$ cat src/rtl/can_bt_pkg.sv
package can_bt_pkg;

  typedef enum logic [1:0] {
    SEG_SYNC = 2'd0,
    SEG_TS1  = 2'd1,
    SEG_TS2  = 2'd2
  } seg_e;

  localparam logic [1:0] REG_CTRL   = 2'd0;
  localparam logic [1:0] REG_TIMING = 2'd1;
  localparam logic [1:0] REG_EXT    = 2'd2;

endpackage

$ cat src/rtl/can_bt_regs.sv
module can_bt_regs
  import can_bt_pkg::*;
#(
  parameter int DW    = 16,
  parameter int BRP_W = 6,
  parameter int EXT_W = 4,
  parameter int TS1_W = 4,
  parameter int TS2_W = 3,
  parameter int SJW_W = 2
) (
  input  logic             clk,
  input  logic             rst_n,
  input  logic             wr_en,
  input  logic [1:0]       addr,
  input  logic [DW-1:0]    wdata,
  output logic [DW-1:0]    rdata,
  output logic             halt,
  output logic [BRP_W-1:0] brp,
  output logic [EXT_W-1:0] ext,
  output logic [TS1_W-1:0] ts1,
  output logic [TS2_W-1:0] ts2,
  output logic [SJW_W-1:0] sjw
);

  localparam int SJW_LO = BRP_W;
  localparam int TS1_LO = SJW_LO + SJW_W;
  localparam int TS2_LO = TS1_LO + TS1_W;
  localparam int BT_W   = TS2_LO + TS2_W;
  localparam logic [BT_W-1:0] BT_RST = BT_W'(1) << TS1_LO;

  logic            halt_q, unlock_q;
  logic [BT_W-1:0] bt_q;
  logic [EXT_W-1:0] ext_q;
  logic            cfg_open;
  logic            unused_hi;

  assign cfg_open  = halt_q && unlock_q;
  assign unused_hi = ^wdata[DW-1:BT_W];

  always_ff @(posedge clk or negedge rst_n) begin
    if (!rst_n) begin
      halt_q   <= 1'b1;
      unlock_q <= 1'b0;
      bt_q     <= BT_RST;
      ext_q    <= '0;
    end else if (wr_en) begin
      if (addr == REG_CTRL) begin
        halt_q   <= wdata[0];
        unlock_q <= wdata[1];
      end else if (addr == REG_TIMING && cfg_open) begin
        bt_q <= wdata[BT_W-1:0];
      end else if (addr == REG_EXT && cfg_open) begin
        ext_q <= wdata[EXT_W-1:0];
      end
    end
  end

  always_comb begin
    rdata = '0;
    if (addr == REG_CTRL)        rdata = DW'({unlock_q, halt_q});
    else if (addr == REG_TIMING) rdata = DW'(bt_q);
    else if (addr == REG_EXT)    rdata = DW'(ext_q);
  end

  assign halt = halt_q;
  assign brp  = bt_q[SJW_LO-1:0];
  assign sjw  = bt_q[TS1_LO-1:SJW_LO];
  assign ts1  = bt_q[TS2_LO-1:TS1_LO];
  assign ts2  = bt_q[BT_W-1:TS2_LO];
  assign ext  = ext_q;

  AST_CFG_LOCKED: assert property (@(posedge clk) disable iff (!rst_n)
    !cfg_open |=> ($stable(bt_q) && $stable(ext_q)));

endmodule

$ cat src/rtl/can_bt_prescaler.sv
module can_bt_prescaler #(
  parameter int W = 10
) (
  input  logic         clk,
  input  logic         rst_n,
  input  logic         run,
  input  logic [W-1:0] divm1,
  output logic         tick
);

  logic [W-1:0] cnt_q;

  assign tick = run && (cnt_q == divm1);

  always_ff @(posedge clk or negedge rst_n) begin
    if (!rst_n)      cnt_q <= '0;
    else if (!run)   cnt_q <= '0;
    else if (tick)   cnt_q <= '0;
    else             cnt_q <= cnt_q + W'(1);
  end

  AST_TICK_SPACING: assert property (@(posedge clk) disable iff (!rst_n)
    (tick && divm1 != '0) |=> !tick);

  AST_CNT_BOUND: assert property (@(posedge clk) disable iff (!rst_n)
    run |-> (cnt_q <= divm1));

endmodule

$ cat src/rtl/can_bt_seq.sv
module can_bt_seq
  import can_bt_pkg::*;
#(
  parameter int TS1_W = 4,
  parameter int TS2_W = 3,
  parameter int SJW_W = 2
) (
  input  logic             clk,
  input  logic             rst_n,
  input  logic             run,
  input  logic             tick,
  input  logic             rx,
  input  logic [TS1_W-1:0] ts1_f,
  input  logic [TS2_W-1:0] ts2_f,
  input  logic [SJW_W-1:0] sjw_f,
  output logic             sample_stb,
  output logic             bit_stb
);

  localparam int CW = ((TS1_W > TS2_W) ? TS1_W : TS2_W) + 2;

  seg_e          seg_q;
  logic [CW-1:0] qcnt_q, adj1_q, adj2_q;
  logic          idle_q, rx_q;

  logic [CW-1:0] t1, t2, sj, q1, e1, rem2, e2, len1, len2;
  logic          fall_seen;

  assign t1   = (ts1_f == '0) ? CW'(2) : CW'(ts1_f) + CW'(1);
  assign t2   = CW'(ts2_f) + CW'(1);
  assign sj   = CW'(sjw_f) + CW'(1);
  assign q1   = qcnt_q + CW'(1);
  assign e1   = (q1 < sj) ? q1 : sj;
  assign rem2 = t2 - qcnt_q;
  assign e2   = (rem2 < sj) ? rem2 : sj;

  // receive line looked at only on quantum ticks
  assign fall_seen = tick && rx_q && !rx;

  assign len1 = t1 + (fall_seen ? e1 : adj1_q);
  assign len2 = t2 - (fall_seen ? e2 : adj2_q);

  always_ff @(posedge clk or negedge rst_n) begin
    if (!rst_n) begin
      seg_q      <= SEG_SYNC;
      qcnt_q     <= '0;
      adj1_q     <= '0;
      adj2_q     <= '0;
      idle_q     <= 1'b1;
      rx_q       <= 1'b1;
      sample_stb <= 1'b0;
      bit_stb    <= 1'b0;
    end else begin
      sample_stb <= 1'b0;
      bit_stb    <= 1'b0;
      if (!run) begin
        seg_q  <= SEG_SYNC;
        qcnt_q <= '0;
        adj1_q <= '0;
        adj2_q <= '0;
        idle_q <= 1'b1;
        rx_q   <= 1'b1;
      end else if (tick) begin
        rx_q <= rx;
        if (idle_q) begin
          if (fall_seen) begin
            idle_q <= 1'b0;
            seg_q  <= SEG_TS1;
            qcnt_q <= '0;
          end
        end else begin
          case (seg_q)
            SEG_SYNC: begin
              seg_q  <= SEG_TS1;
              qcnt_q <= '0;
            end
            SEG_TS1: begin
              if (fall_seen) adj1_q <= e1;
              if (q1 >= len1) begin
                seg_q      <= SEG_TS2;
                qcnt_q     <= '0;
                sample_stb <= 1'b1;
              end else begin
                qcnt_q <= q1;
              end
            end
            SEG_TS2: begin
              if (fall_seen) adj2_q <= e2;
              if (q1 >= len2) begin
                seg_q   <= SEG_SYNC;
                qcnt_q  <= '0;
                adj1_q  <= '0;
                adj2_q  <= '0;
                bit_stb <= 1'b1;
              end else begin
                qcnt_q <= q1;
              end
            end
            default: seg_q <= SEG_SYNC;
          endcase
        end
      end
    end
  end

  AST_SYNC_ONE_QUANTUM: assert property (@(posedge clk) disable iff (!rst_n)
    (seg_q == SEG_SYNC) |-> (qcnt_q == '0));
  AST_SAMPLE_OPENS_TS2: assert property (@(posedge clk) disable iff (!rst_n)
    sample_stb |-> (seg_q == SEG_TS2));
  AST_BIT_OPENS_SYNC: assert property (@(posedge clk) disable iff (!rst_n)
    bit_stb |-> (seg_q == SEG_SYNC));
  AST_STB_EXCLUSIVE: assert property (@(posedge clk) disable iff (!rst_n)
    !(sample_stb && bit_stb));
  AST_HALT_QUIET: assert property (@(posedge clk) disable iff (!rst_n)
    !run |=> (!sample_stb && !bit_stb && idle_q));
  AST_IDLE_QUIET: assert property (@(posedge clk) disable iff (!rst_n)
    idle_q |=> (!sample_stb && !bit_stb));
  AST_TS1_BOUND: assert property (@(posedge clk) disable iff (!rst_n)
    (seg_q == SEG_TS1) |-> (qcnt_q < t1 + sj));
  AST_TS2_BOUND: assert property (@(posedge clk) disable iff (!rst_n)
    (seg_q == SEG_TS2) |-> (qcnt_q < t2));

endmodule

$ cat src/rtl/can_bit_timer.sv
module can_bit_timer #(
  parameter int DW    = 16,
  parameter int BRP_W = 6,
  parameter int EXT_W = 4,
  parameter int TS1_W = 4,
  parameter int TS2_W = 3,
  parameter int SJW_W = 2
) (
  input  logic          clk,
  input  logic          rst_n,
  input  logic          cfg_wr,
  input  logic [1:0]    cfg_addr,
  input  logic [DW-1:0] cfg_wdata,
  output logic [DW-1:0] cfg_rdata,
  input  logic          rx_in,
  output logic          sample_stb,
  output logic          bit_stb
);

  localparam int DIV_W = BRP_W + EXT_W;

  logic             halt, run, tick;
  logic [BRP_W-1:0] brp;
  logic [EXT_W-1:0] ext;
  logic [TS1_W-1:0] ts1;
  logic [TS2_W-1:0] ts2;
  logic [SJW_W-1:0] sjw;

  assign run = !halt;

  can_bt_regs #(
    .DW(DW), .BRP_W(BRP_W), .EXT_W(EXT_W),
    .TS1_W(TS1_W), .TS2_W(TS2_W), .SJW_W(SJW_W)
  ) u_regs (
    .clk(clk), .rst_n(rst_n), .wr_en(cfg_wr), .addr(cfg_addr),
    .wdata(cfg_wdata), .rdata(cfg_rdata), .halt(halt),
    .brp(brp), .ext(ext), .ts1(ts1), .ts2(ts2), .sjw(sjw)
  );

  can_bt_prescaler #(.W(DIV_W)) u_presc (
    .clk(clk), .rst_n(rst_n), .run(run),
    .divm1({ext, brp}), .tick(tick)
  );

  can_bt_seq #(.TS1_W(TS1_W), .TS2_W(TS2_W), .SJW_W(SJW_W)) u_seq (
    .clk(clk), .rst_n(rst_n), .run(run), .tick(tick), .rx(rx_in),
    .ts1_f(ts1), .ts2_f(ts2), .sjw_f(sjw),
    .sample_stb(sample_stb), .bit_stb(bit_stb)
  );

endmodule

$ cat config.mk
export PLATFORM = sky130hd
export DESIGN_NAME = can_bit_timer
export DESIGN_NICKNAME = d
export VERILOG_FILES = /design/src/rtl/can_bt_pkg.sv /design/src/rtl/can_bt_regs.sv /design/src/rtl/can_bt_prescaler.sv /design/src/rtl/can_bt_seq.sv /design/src/rtl/can_bit_timer.sv
export SDC_FILE = /design/constraint.sdc
export NUM_CORES = 1
export LEC_CHECK = 0
export ABC_AREA = 1
export BUFFER_PORTS_ARGS = -buffer_cell sky130_fd_sc_hd__buf_2
export CAP_MARGIN = 10
export CORE_MARGIN = 5
export CORE_UTILIZATION = 60
export CTS_CLUSTER_DIAMETER = 150
export DETAILED_ROUTE_END_ITERATION = 8
export PLACE_DENSITY = 0.8
export SYNTH_ARGS = -nofsm -noshare
export SYNTH_HDL_FRONTEND = slang
export SYNTH_HIERARCHICAL = 1
export SYNTH_SLANG_ARGS = --single-unit
$ cat constraint.sdc
create_clock -name clk -period 11.65 [get_ports clk]
set_input_delay 0.5825 -clock clk [delete_from_list [all_inputs] [get_ports clk]]
set_output_delay 0.5825 -clock clk [all_outputs]
set_load 0.01 [all_outputs]
==> reports/qor.yml, run 1 <==
sta:
  worst_clock_skew_ns: 0.0160
  finalSetupViolations: 0
  fin_ws_ns: 6.68
  maxSlewViolCount: 0
  hold_ws_ns: 0.404
  period_share: 0.427
  timing_worst_slew_pin_value_ns: 0.760
  report.final.hold_viol_count: 0
  grt_setup_unrepaired: "no"
  maxClockFrequency_mhz: 201
  max-slew-margin-rel: 0.492
  timing.setup.tns_ns: 0
  final.min_clock_period_ns: 4.97
placement:
  dpl.cell_count: 712
  gp_congestion: 0.878
  detailedPlacementHpwl_um: 7350
  dpl_cell_area_um2: 4600
  placement.io_buffers: 37
  place_ws_ns: 6.77
flow_run:
  max-cap-violations: 0
cells_and_area:
  area.sequential_um2: 1380
  finish.instance_area_um2: 4690
  design.final.nets: 683
  final_common_cell: "sky130_fd_sc_hd__nand2_1"
  finish.cell_count_without_fillers: 720
  multi_input_comb_area_um2: 2490
  fillerInstances: 657
  num_antenna_cells: 0
  final_layout_size_suffix_gt1_frac: 0.164
  most-common-layout-cells: "sky130_fd_sc_hd__nand2_1 (131), sky130_fd_sc_hd__inv_1 (100), sky130_fd_sc_hd__nor2_1 (56), sky130_fd_sc_hd__dfrtp_1 (51), sky130_fd_sc_hd__nand3_1 (50)"
  syn_to_final_growth_pct: 7.94
cts:
  clock_tree.buffer_depth: 2
  clock_tree.htree_level_count: 2
  clk_pin_slew_ns: 0.10
  cts_resized: 0
  tritoncts: "built"
  cts_post_setup_buffers_inserted: 0
  postCtsHoldBufs: 0
  cts_num_sinks: 55
  clkLatencyLatePin_ns: 0.31
  cts-buffers-inserted: 5
  clk_root_buffer_cell: "sky130_fd_sc_hd__clkbuf_8"
global_routing:
  grt_pass1_wl_um: 16000
  first_global_vias: 3671
  globalRouteTotalUtil: 0.221
  grt_overflow: 0
  antenna_found_initial: 0
  pin_count_of_the_biggest_net_entering_global_routing: 56
setup_path:
  r2r_start: "u_regs/bt_q[12]$_DFFE_PN0P_"
  r2r_setup_slack_ns: 6.68
  r2r.worst_path.cells: 27
  crit_path_end_kind: "flop"
  critPathLaunchType: "flop"
  arrival_worst_endpoint_ns: 5.17
  critical_path_peak_fanout: 5
  criticalPathCategory: "flop to flop"
  worst_ep_required_time_ns: 11.84
  timing.rr.end: "u_seq/adj1_q[5]$_DFFE_PN0P_"
route:
  first_iter_violations: 165
  detail-route-antenna-nets: 0
  detail_route.drc_violations: 0
  route.detailed.vias_per_inst: 5.33
  vias: 3839
  detail_route.wl_per_cell_um: 13.1
  drt-pass1-iter-count: 5
  drt-total-wl_um: 9420
power_and_ir_drop:
  leakage_power_nw: 2.60
  powerDensity_nw_per_um2: 199
  vdd_drop_max_uv: 100
floorplan:
  die-width_um: 95.1
  core_area_um2: 7140
  start_util: 0.609
  chipHeight_um: 95.1
  row_count: 31
  design.die.area_um2: 9050
  floorplan.io_pins: 40
logic_synthesis:
  yosysWarnings: 6
  portion_of_the_post_synthesis_area_used_by_sequential_elements: 0.318
  post_synthesis_cell_area_um2: 4350
  synth-seq-cells: 55
  synth.net_count: 646
  unique_masters_post_synth: 41
  postSynthCellCount: 583
  synthesis.area_per_instance_um2: 7.46
outcome:
  outcome: "completed"
min_path:
  worst_hold_path_type: "input port to async pin"
-- cells in the mapped netlist, drive strengths merged --
library cell  number  area [um^2]
nand2            137          534
inv              107          402
nor2              64          284
nand3             59          340
dfrtp             51         1280
ha                38          475
o21bai            19          180
o21ai             18         97.6
a21oi             16         83.8
xor2              12          113
nand4             11         75.1
buf                9         73.8
nor3               6         46.3
xnor2              6         52.6
a31oi              5         31.3
o22ai              5         31.3
or2                5         31.3
dfstp              4          105
a21boi             3         22.5
fa                 3         60.1
o21a               2         15.0
and3               1         6.26
conb               1         3.75
nand3b             1         7.51
-- report_power, final --
part	internal (mW)	switching [mW]	leakage, nW	total, mW
combinational	0.215	0.328	1.85	0.543
clock	0.0494	0.0644	0.0489	0.114
sequential	0.230	0.0457	0.695	0.276
-- through the flow --
step	utilization	power, mW
6_report	0.658	0.933
5_1_grt	0.658	1.03
3_3_place_gp	0.644	0.788
4_1_cts	0.658	0.933
3_5_place_dp	0.644	0.817
2_1_floorplan	-	0.696
-- cell type report --
cell class              instances  share of cell area
multi-input cells             412               0.531
inverters                     107              0.0856
flip-flops and latches         55               0.294
repair buffers                 39              0.0427
clock buffers                   7              0.0184
clock inverters                 1             0.00187
well taps                      99              0.0264
-- worst max path at each step --
stage,endpoint,startpoint,depth (start not counted),slack [ns]
floorplan,u_seq/seg_q[0]$_DFFE_PN0P_,u_regs/bt_q[12]$_DFFE_PN0P_,26,7.39
detailed placement,u_seq/adj1_q[3]$_DFFE_PN0P_,u_regs/bt_q[12]$_DFFE_PN0P_,27,6.77
CTS,u_seq/adj1_q[5]$_DFFE_PN0P_,u_regs/bt_q[12]$_DFFE_PN0P_,27,6.73
global route,u_seq/adj1_q[5]$_DFFE_PN0P_,u_regs/bt_q[12]$_DFFE_PN0P_,27,6.29
finish,u_seq/adj1_q[5]$_DFFE_PN0P_,u_regs/bt_q[12]$_DFFE_PN0P_,27,6.68
global placement,u_seq/adj1_q[4]$_DFFE_PN0P_,u_regs/bt_q[12]$_DFFE_PN0P_,29,6.88
-- cell families (layout without fill, tap and decap cells) --
logic type	count (synthesis)	after routing	share of synthesized area
and+or+nand+nor	284	284	0.305
other	1	1	0.000862
DFF	55	55	0.318
xor gates and xnor gates	18	18	0.0380
buffers and inverters	116	154	0.109
AOI/OAI and AO/OA	68	68	0.106
adders and majority gates	41	41	0.123
-- sequential cells by signal (all words and copies together), names as in the netlist --
signal / count
u_regs/halt: 1
u_seq/idle_q: 1
u_seq/qcnt_q: 6
u_regs/ext: 4
u_seq/adj2_q: 6
u_seq/bit_stb: 1
u_seq/adj1_q: 6
u_presc/cnt_q: 10
u_regs/unlock_q: 1
u_seq/seg_q: 2
u_seq/sample_stb: 1
u_seq/rx_q: 1
u_regs/bt_q: 15
-- metal layers --
layer | GRT usage | part of all wire | wire length [um]
met3 | 0.0324 | 0.051 | 482
met2 | 0.385 | 0.49 | 4570
met5 | 0 | 0 | 0
met1 | 0.278 | 0.44 | 4170
met4 | 0.0805 | 0.021 | 196
-- worst max-delay path, stage by stage, from the launching register on --
cell	delay, ns
sky130_fd_sc_hd__dfrtp_1	0.48
sky130_fd_sc_hd__ha_1	0.47
sky130_fd_sc_hd__inv_1	0.09
sky130_fd_sc_hd__fa_1	0.44
sky130_fd_sc_hd__xnor2_1	0.25
sky130_fd_sc_hd__ha_1	0.27
sky130_fd_sc_hd__nand2_1	0.08
sky130_fd_sc_hd__nand3_2	0.08
sky130_fd_sc_hd__nor2_4	0.15
sky130_fd_sc_hd__nand4_1	0.12
sky130_fd_sc_hd__nand3_2	0.11
sky130_fd_sc_hd__nand2_1	0.06
sky130_fd_sc_hd__inv_1	0.06
sky130_fd_sc_hd__ha_1	0.13
sky130_fd_sc_hd__inv_1	0.06
sky130_fd_sc_hd__fa_1	0.40
sky130_fd_sc_hd__a31oi_1	0.20
sky130_fd_sc_hd__xor2_1	0.10
sky130_fd_sc_hd__ha_1	0.30
sky130_fd_sc_hd__nand2_1	0.08
sky130_fd_sc_hd__nor2_1	0.10
sky130_fd_sc_hd__o21ai_1	0.09
sky130_fd_sc_hd__nand4_1	0.15
sky130_fd_sc_hd__nor2_1	0.07
sky130_fd_sc_hd__nor2_2	0.19
sky130_fd_sc_hd__inv_2	0.09
sky130_fd_sc_hd__a21oi_2	0.18
sky130_fd_sc_hd__nor2_1	0.06
Power figures use the tool's default switching activity.
==> run 2, diff against run 1 <==
==> constraint.sdc (replaced) <==
create_clock -name clk -period 5 [get_ports clk]
set_input_delay 0.25 -clock clk [delete_from_list [all_inputs] [get_ports clk]]
set_output_delay 0.25 -clock clk [all_outputs]
set_load 0.01 [all_outputs]
==> reports/qor.yml, run 2 (synthesis results as in run 1) <==
sta:
  max-slew-margin-rel: 0.525  # +0.0338
  worst_clock_skew_ns: 0.0233  # +0.00733 ns
  maxClockFrequency_mhz: 211  # +5.2%
  fin_ws_ns: 0.270  # -6.41 ns
  finalSetupViolations: 0  # unchanged
  maxSlewViolCount: 0  # unchanged
  timing_worst_slew_pin_value_ns: 0.712  # -0.0482 ns
  hold_ws_ns: 0.0572  # -0.347 ns
  final.min_clock_period_ns: 4.73  # -0.244 ns
  period_share: 0.946  # +0.519
  report.final.hold_viol_count: 0  # unchanged
floorplan:
  die-width_um: 95.1  # unchanged
  chipHeight_um: 95.1  # unchanged
  row_count: 31  # unchanged
  design.die.area_um2: 9050  # unchanged
  start_util: 0.609  # unchanged
  floorplan.io_pins: 40  # unchanged
  core_area_um2: 7140  # unchanged
cells_and_area:
  largest_register_ff_count: 15  # unchanged
  largest_registers: "u_regs/bt_q x15, u_presc/cnt_q x10"
  fillerInstances: 625  # -4.9%
  layout.core_utilization: 0.674  # +0.0168
  registers.top_by_ff_count: "u_regs/bt_q"
  most-common-layout-cells: "sky130_fd_sc_hd__nand2_1 (130), sky130_fd_sc_hd__inv_1 (100), sky130_fd_sc_hd__nor2_1 (55), sky130_fd_sc_hd__dfrtp_1 (51), sky130_fd_sc_hd__nand3_1 (50)"
  multi_input_comb_area_um2: 2550  # +2.4%
  final_layout_size_suffix_gt1_frac: 0.186  # +0.0218
  design.final.nets: 691  # +1.2%
  area.sequential_um2: 1380  # unchanged
  finish.instance_area_um2: 4810  # +2.6%
  num_antenna_cells: 0  # unchanged
  syn_to_final_growth_pct: 10.7
  final_common_cell: "sky130_fd_sc_hd__nand2_1"
route:
  drt-total-wl_um: 9830  # +4.3%
  drt-pass1-iter-count: 5  # unchanged
  vias: 3873  # +0.89%
  route.detailed.vias_per_inst: 5.32  # -0.22%
  detail_route.drc_violations: 0  # unchanged
  first_iter_violations: 189  # +15%
  detail_route.wl_per_cell_um: 13.5  # +3.2%
  detail-route-antenna-nets: 0  # unchanged
cts:
  cts_num_sinks: 55  # unchanged
  clock_tree.htree_level_count: 2  # unchanged
  clk_root_buffer_cell: "sky130_fd_sc_hd__clkbuf_8"
  tritoncts: "built"
  clock_tree.buffer_depth: 2  # unchanged
  postCtsHoldBufs: 0  # unchanged
  clk_pin_slew_ns: 0.12  # +0.02 ns
  clkLatencyLatePin_ns: 0.32  # about the same
  cts-buffers-inserted: 5  # unchanged
flow_run:
  max-cap-violations: 0  # unchanged
global_routing:
  grt_pass1_wl_um: 16300  # +1.3%
  grt_overflow: 0  # unchanged
  globalRouteTotalUtil: 0.223  # +0.00205
  pin_count_of_the_biggest_net_entering_global_routing: 56  # unchanged
  first_global_vias: 3746  # +2.0%
  antenna_found_initial: 0  # unchanged
placement:
  placement.io_buffers: 37  # unchanged
  gp_congestion: 0.903  # +2.9%
  place_ws_ns: 0.198  # -6.57 ns
  dpl_cell_area_um2: 4630  # +0.65%
  detailedPlacementHpwl_um: 7350  # about the same
power_and_ir_drop:
  powerDensity_nw_per_um2: 477  # +140%
  vdd_drop_max_uv: 259  # +160%
  leakage_power_nw: 2.64  # +1.7%
setup_path:
  worst_ep_required_time_ns: 5.20  # -6.64 ns
  crit_path_max_incr_delay_ns: 0.51  # +0.03 ns
  crit_path_end_kind: "flop"
  path_buf_inv: 5  # +1
  arrival_worst_endpoint_ns: 4.93  # -0.24 ns
  critical_path.slowest_cell: "sky130_fd_sc_hd__fa_1"
  critical_path_peak_fanout: 4  # -1
  critPathLaunchType: "flop"
  cpLargestDelayFamily: "adder cells"
  criticalPathCategory: "flop to flop"
  path_common_cell: "sky130_fd_sc_hd__nand2_1"
min_path:
  worst_hold_path_type: "input port to async pin"
outcome:
  outcome: "completed"
## run 2: changes by cell type in the layout (fill, tap and decap cells not counted), sizes merged
cell      delta
buf          +8
clkbuf       -2
clkinv       +1
clkinvlp     +1
## run 2: final timing paths
check | startpoint | end | slack, ns | cells past startpoint
min in group clk | cfg_wdata[8] | u_regs/bt_q[8]$_DFFE_PN1P_ | 0.12 | 3
min reg2reg | u_seq/adj2_q[2]$_DFFE_PN0P_ | u_seq/adj2_q[2]$_DFFE_PN0P_ | 0.49 | 2
max | u_regs/bt_q[13]$_DFFE_PN0P_ | u_seq/adj1_q[5]$_DFFE_PN0P_ | 0.27 | 28
min | rst_n | u_regs/ext[0]$_DFFE_PN0P_ | 0.06 | 2
max in group asynchronous | rst_n | u_seq/adj1_q[0]$_DFFE_PN0P_ | 4.46 | 2
max reg2reg | u_regs/bt_q[13]$_DFFE_PN0P_ | u_seq/adj1_q[5]$_DFFE_PN0P_ | 0.27 | 28
## run 2: per-layer routing
| layer | vias up | part of all wire | global-route usage |
|---|---|---|---|
| met5 | - | 0 | 0 |
| met4 | 0 | 0.029 | 0.0805 |
| met3 | 27 | 0.046 | 0.0339 |
| met2 | 133 | 0.49 | 0.385 |
| met1 | 1778 | 0.44 | 0.283 |
| li1 | 1935 | - | - |
## run 2: repair_timing
item                                    CTS  global route
setup buffers                             0             4
resized for setup                         0             9
endpoints found under the setup margin    0            17
## run 2: final cells by class
| cell class | instances | area share |
|---|---|---|
| multi-input combinational | 412 | 0.530 |
| sequential | 55 | 0.287 |
| inverter | 107 | 0.0834 |
| timing repair buffer | 47 | 0.0541 |
| tap | 99 | 0.0257 |
| clock buffer | 5 | 0.0143 |
| clock inverter | 3 | 0.00572 |
## run 2: stage by stage
stage / setup TNS, ns / std cells / total power, mW
floorplan: 0 / 583 / 1.62
global placement: 0 / 716 / 1.86
detailed placement: 0 / 716 / 1.92
CTS: 0 / 724 / 2.19
global route: -0.0173 / 728 / 2.52
finish: 0 / 728 / 2.30
## run 2: where the power goes
group	switching, mW	leakage [nW]	internal [mW]	total [mW]
clock network	0.160	0.0463	0.103	0.264
logic	0.812	1.90	0.577	1.39
registers	0.106	0.695	0.536	0.642
==> run 3, diff against run 2 <==
--- a/config.mk
+++ b/config.mk
@@ -5,14 +5,15 @@
 export SDC_FILE = /design/constraint.sdc
 export NUM_CORES = 1
 export LEC_CHECK = 0
-export ABC_AREA = 1
+export ABC_AREA = 0
 export BUFFER_PORTS_ARGS = -buffer_cell sky130_fd_sc_hd__buf_2
 export CAP_MARGIN = 10
 export CORE_MARGIN = 5
 export CORE_UTILIZATION = 60
 export CTS_CLUSTER_DIAMETER = 150
+export CTS_CLUSTER_SIZE = 30
 export DETAILED_ROUTE_END_ITERATION = 8
-export PLACE_DENSITY = 0.8
+export PLACE_DENSITY = 0.81
 export SYNTH_ARGS = -nofsm -noshare
 export SYNTH_HDL_FRONTEND = slang
 export SYNTH_HIERARCHICAL = 1
==> reports/qor.yml, run 3 <==
logic_synthesis:
  synth_edf_count: 0  # unchanged
  synth_flop_cell: "sky130_fd_sc_hd__dfrtp_1"
  post_synthesis_cell_area_um2: 3880  # -11%
  synth.cells.most_frequent: "sky130_fd_sc_hd__dfrtp_1 (51), sky130_fd_sc_hd__ha_1 (38), sky130_fd_sc_hd__inv_1 (28)"
  post_synth_main_area_contributors: "sky130_fd_sc_hd__dfrtp_1 (33%), sky130_fd_sc_hd__ha_1 (12%), sky130_fd_sc_hd__mux2_2 (6.4%), sky130_fd_sc_hd__xnor2_1 (5.2%), sky130_fd_sc_hd__and2_1 (3.1%)"
  unique_masters_post_synth: 62  # +51%
  synthesis.area_per_instance_um2: 10.0  # +35%
  synthDominantAreaCellType: "sky130_fd_sc_hd__dfrtp_1"
  postSynthCellCount: 386  # -34%
  portion_of_the_post_synthesis_area_used_by_sequential_elements: 0.356  # +0.0384
  yosysWarnings: 6  # unchanged
  synth.net_count: 449  # -30%
  portion_of_synthesized_cell_area_occupied_by_the_leading_cell_type: 0.329  # +0.0355
  async_reset_ff_frac: 1.00  # unchanged
  synthMostInstantiatedCell: "sky130_fd_sc_hd__dfrtp_1"
  synth-seq-cells: 55  # unchanged
cts:
  cts_num_sinks: 55  # unchanged
  tritoncts: "built"
  clock_tree.buffer_depth: 2  # unchanged
  postCtsHoldBufs: 0  # unchanged
  clkLatencyLatePin_ns: 0.33  # about the same
  clk_pin_slew_ns: 0.11  # about the same
  clk_root_buffer_cell: "sky130_fd_sc_hd__clkbuf_8"
  clock_tree.htree_level_count: 2  # unchanged
  cts-buffers-inserted: 5  # unchanged
cells_and_area:
  syn_to_final_growth_pct: 21.6
  largest_register_ff_count: 15  # unchanged
  most-common-layout-cells: "sky130_fd_sc_hd__dfrtp_1 (50), sky130_fd_sc_hd__buf_4 (40), sky130_fd_sc_hd__buf_2 (37), sky130_fd_sc_hd__ha_1 (34), sky130_fd_sc_hd__nand2_1 (27)"
  fillerInstances: 423  # -32%
  final_common_cell: "sky130_fd_sc_hd__dfrtp_1"
  num_antenna_cells: 0  # unchanged
  final_layout_size_suffix_gt1_frac: 0.339  # +0.153
  finish.cell_count_without_fillers: 543  # -25%
  design.final.nets: 528  # -24%
  multi_input_comb_area_um2: 2520  # -1.3%
  layout.core_utilization: 0.747  # +0.0725
  registers.top_by_ff_count: "u_regs/bt_q"
  largest_registers: "u_regs/bt_q x15, u_presc/cnt_q x10"
  area.sequential_um2: 1380  # about the same
power_and_ir_drop:
  leakage_power_nw: 2.29  # -13%
  powerDensity_nw_per_um2: 519  # +8.9%
  fin_total_pwr_mw: 2.45  # +6.7%
  vdd_drop_max_uv: 389  # +50%
global_routing:
  first_global_vias: 3267  # -13%
  antenna_found_initial: 0  # unchanged
  pin_count_of_the_biggest_net_entering_global_routing: 56  # unchanged
  grt_overflow: 0  # unchanged
  globalRouteTotalUtil: 0.240  # +0.0167
  grt_pass1_wl_um: 16200  # -0.51%
sta:
  final.min_clock_period_ns: 5.36  # +0.626 ns
  grt_setup_unrepaired: "yes"
  timing_worst_slew_pin_value_ns: 0.780  # +0.0685 ns
  period_share: 1.07  # +0.125
  maxClockFrequency_mhz: 187  # -12%
  report.final.hold_viol_count: 0  # unchanged
  max-slew-margin-rel: 0.474  # -0.0512
  hold_ws_ns: 0.0396  # -0.0177 ns
  worst_clock_skew_ns: 0.0142  # -0.00905 ns
  maxSlewViolCount: 0  # unchanged
  finalSetupViolations: 21  # +21
  fin_ws_ns: -0.356  # -0.626 ns
flow_run:
  max-cap-violations: 0  # unchanged
floorplan:
  floorplan.io_pins: 40  # unchanged
  chipHeight_um: 90.4  # -5.0%
  row_count: 29  # -6.5%
  start_util: 0.614  # +0.00513
  die-width_um: 90.4  # -5.0%
  design.die.area_um2: 8170  # -9.7%
  core_area_um2: 6310  # -12%
route:
  detail_route.wl_per_cell_um: 18.4  # +36%
  drt-pass1-iter-count: 6  # +1
  first_iter_violations: 296  # +57%
  drt-total-wl_um: 9970  # +1.5%
  detail-route-antenna-nets: 0  # unchanged
  route.detailed.vias_per_inst: 5.97  # +12%
  vias: 3242  # -16%
  detail_route.drc_violations: 0  # unchanged
setup_path:
  critPathLaunchType: "flop"
  crit_path_end_kind: "flop"
  criticalPathCategory: "flop to flop"
  critical_path_peak_fanout: 5  # +1
  worst_ep_required_time_ns: 5.19  # about the same
  r2r.worst_path.cells: 22  # -21%
  arrival_worst_endpoint_ns: 5.54  # +0.61 ns
placement:
  detailedPlacementHpwl_um: 6800  # -7.5%
  placement.io_buffers: 37  # unchanged
  gp_congestion: 0.913  # +1.1%
  dpl.cell_count: 519  # -28%
min_path:
  worst_hold_path_type: "input port to async pin"
outcome:
  outcome: "finished with violations"
  violations: "negative setup slack"
==> run 3: worst max-delay path, cell delays in order (launching register included) <==
cell,delay [ns]
sky130_fd_sc_hd__dfrtp_2,0.45
sky130_fd_sc_hd__ha_4,0.29
sky130_fd_sc_hd__inv_2,0.04
sky130_fd_sc_hd__fa_2,0.35
sky130_fd_sc_hd__xnor2_2,0.16
sky130_fd_sc_hd__ha_1,0.31
sky130_fd_sc_hd__a21oi_2,0.17
sky130_fd_sc_hd__o21ai_2,0.09
sky130_fd_sc_hd__a2111oi_4,0.33
sky130_fd_sc_hd__buf_4,0.19
sky130_fd_sc_hd__mux2_4,0.31
sky130_fd_sc_hd__mux2i_1,0.18
sky130_fd_sc_hd__ha_1,0.29
sky130_fd_sc_hd__a21o_1,0.22
sky130_fd_sc_hd__a21oi_2,0.20
sky130_fd_sc_hd__or3_1,0.13
sky130_fd_sc_hd__o211ai_1,0.09
sky130_fd_sc_hd__ha_1,0.34
sky130_fd_sc_hd__nand3_2,0.08
sky130_fd_sc_hd__o211a_1,0.25
sky130_fd_sc_hd__o211ai_1,0.45
sky130_fd_sc_hd__buf_4,0.23
sky130_fd_sc_hd__o22ai_2,0.07
==> run 3: power by group <==
| part | internal (mW) | total [mW] | switching, mW | leakage, nW |
|---|---|---|---|---|
| registers | 0.539 | 0.648 | 0.109 | 0.718 |
| clock network | 0.103 | 0.274 | 0.170 | 0.0463 |
| logic | 0.785 | 1.53 | 0.741 | 1.52 |
==> run 3: what timing repair did <==
action	CTS	global route
resized for setup	26	10
setup endpoints to repair	20	21
pin swaps	28	24
setup buffers	11	5
==> run 3: path summary, 6_finish.rpt <==
path / startpoint / end / slack [ns]
worst max-delay path: u_regs/bt_q[12]$_DFFE_PN0P_ / u_seq/qcnt_q[1]$_DFFE_PN0P_ / -0.36
worst min-delay path: rst_n / u_regs/bt_q[10]$_DFFE_PN0P_ / 0.04
worst max register to register: u_regs/bt_q[12]$_DFFE_PN0P_ / u_seq/qcnt_q[1]$_DFFE_PN0P_ / -0.36
worst min register to register: u_seq/adj1_q[3]$_DFFE_PN0P_ / u_seq/adj1_q[3]$_DFFE_PN0P_ / 0.50
max in group asynchronous: rst_n / u_regs/bt_q[12]$_DFFE_PN0P_ / 4.47
min in group clk: cfg_wdata[4] / u_regs/bt_q[4]$_DFFE_PN0P_ / 0.15
==> run 3: layout make-up <==
type | count | area share
Multi-Input combinational cell | 295 | 0.534
Sequential cell | 55 | 0.293
Timing Repair Buffer | 80 | 0.110
Inverter | 28 | 0.0223
Tap cell | 77 | 0.0204
Clock buffer | 5 | 0.0146
Clock inverter | 3 | 0.00584
==> run 3: logic make-up after synthesis <==
group           share of synthesized area
compound gates                      0.135
flops                               0.356
other cells                      0.000967
simple gates                        0.161
fa+ha+maj                           0.138
xor+xnor                           0.0768
buf+inv                            0.0394
mux                                0.0935
==> run 3: through the flow <==
stage / cell area (um^2) / setup slack (ns) / TNS [ns]
floorplan: 3910 / -0.0121 / -0.0121
global placement: 4340 / -0.136 / -0.926
detailed placement: 4340 / -0.329 / -4.16
CTS: 4620 / -0.299 / -4.57
global route: 4720 / -0.571 / -10.24
finish: 4720 / -0.356 / -5.91
==> run 3: per-layer routing <==
metal	GRT usage	share of wire	wire, um	vias to the layer above
li1	-	-	-	1521
met3	0.0467	0.062	620	22
met2	0.395	0.49	4870	125
met5	0	0	0	-
met4	0.0645	0.020	199	0
met1	0.324	0.43	4280	1574
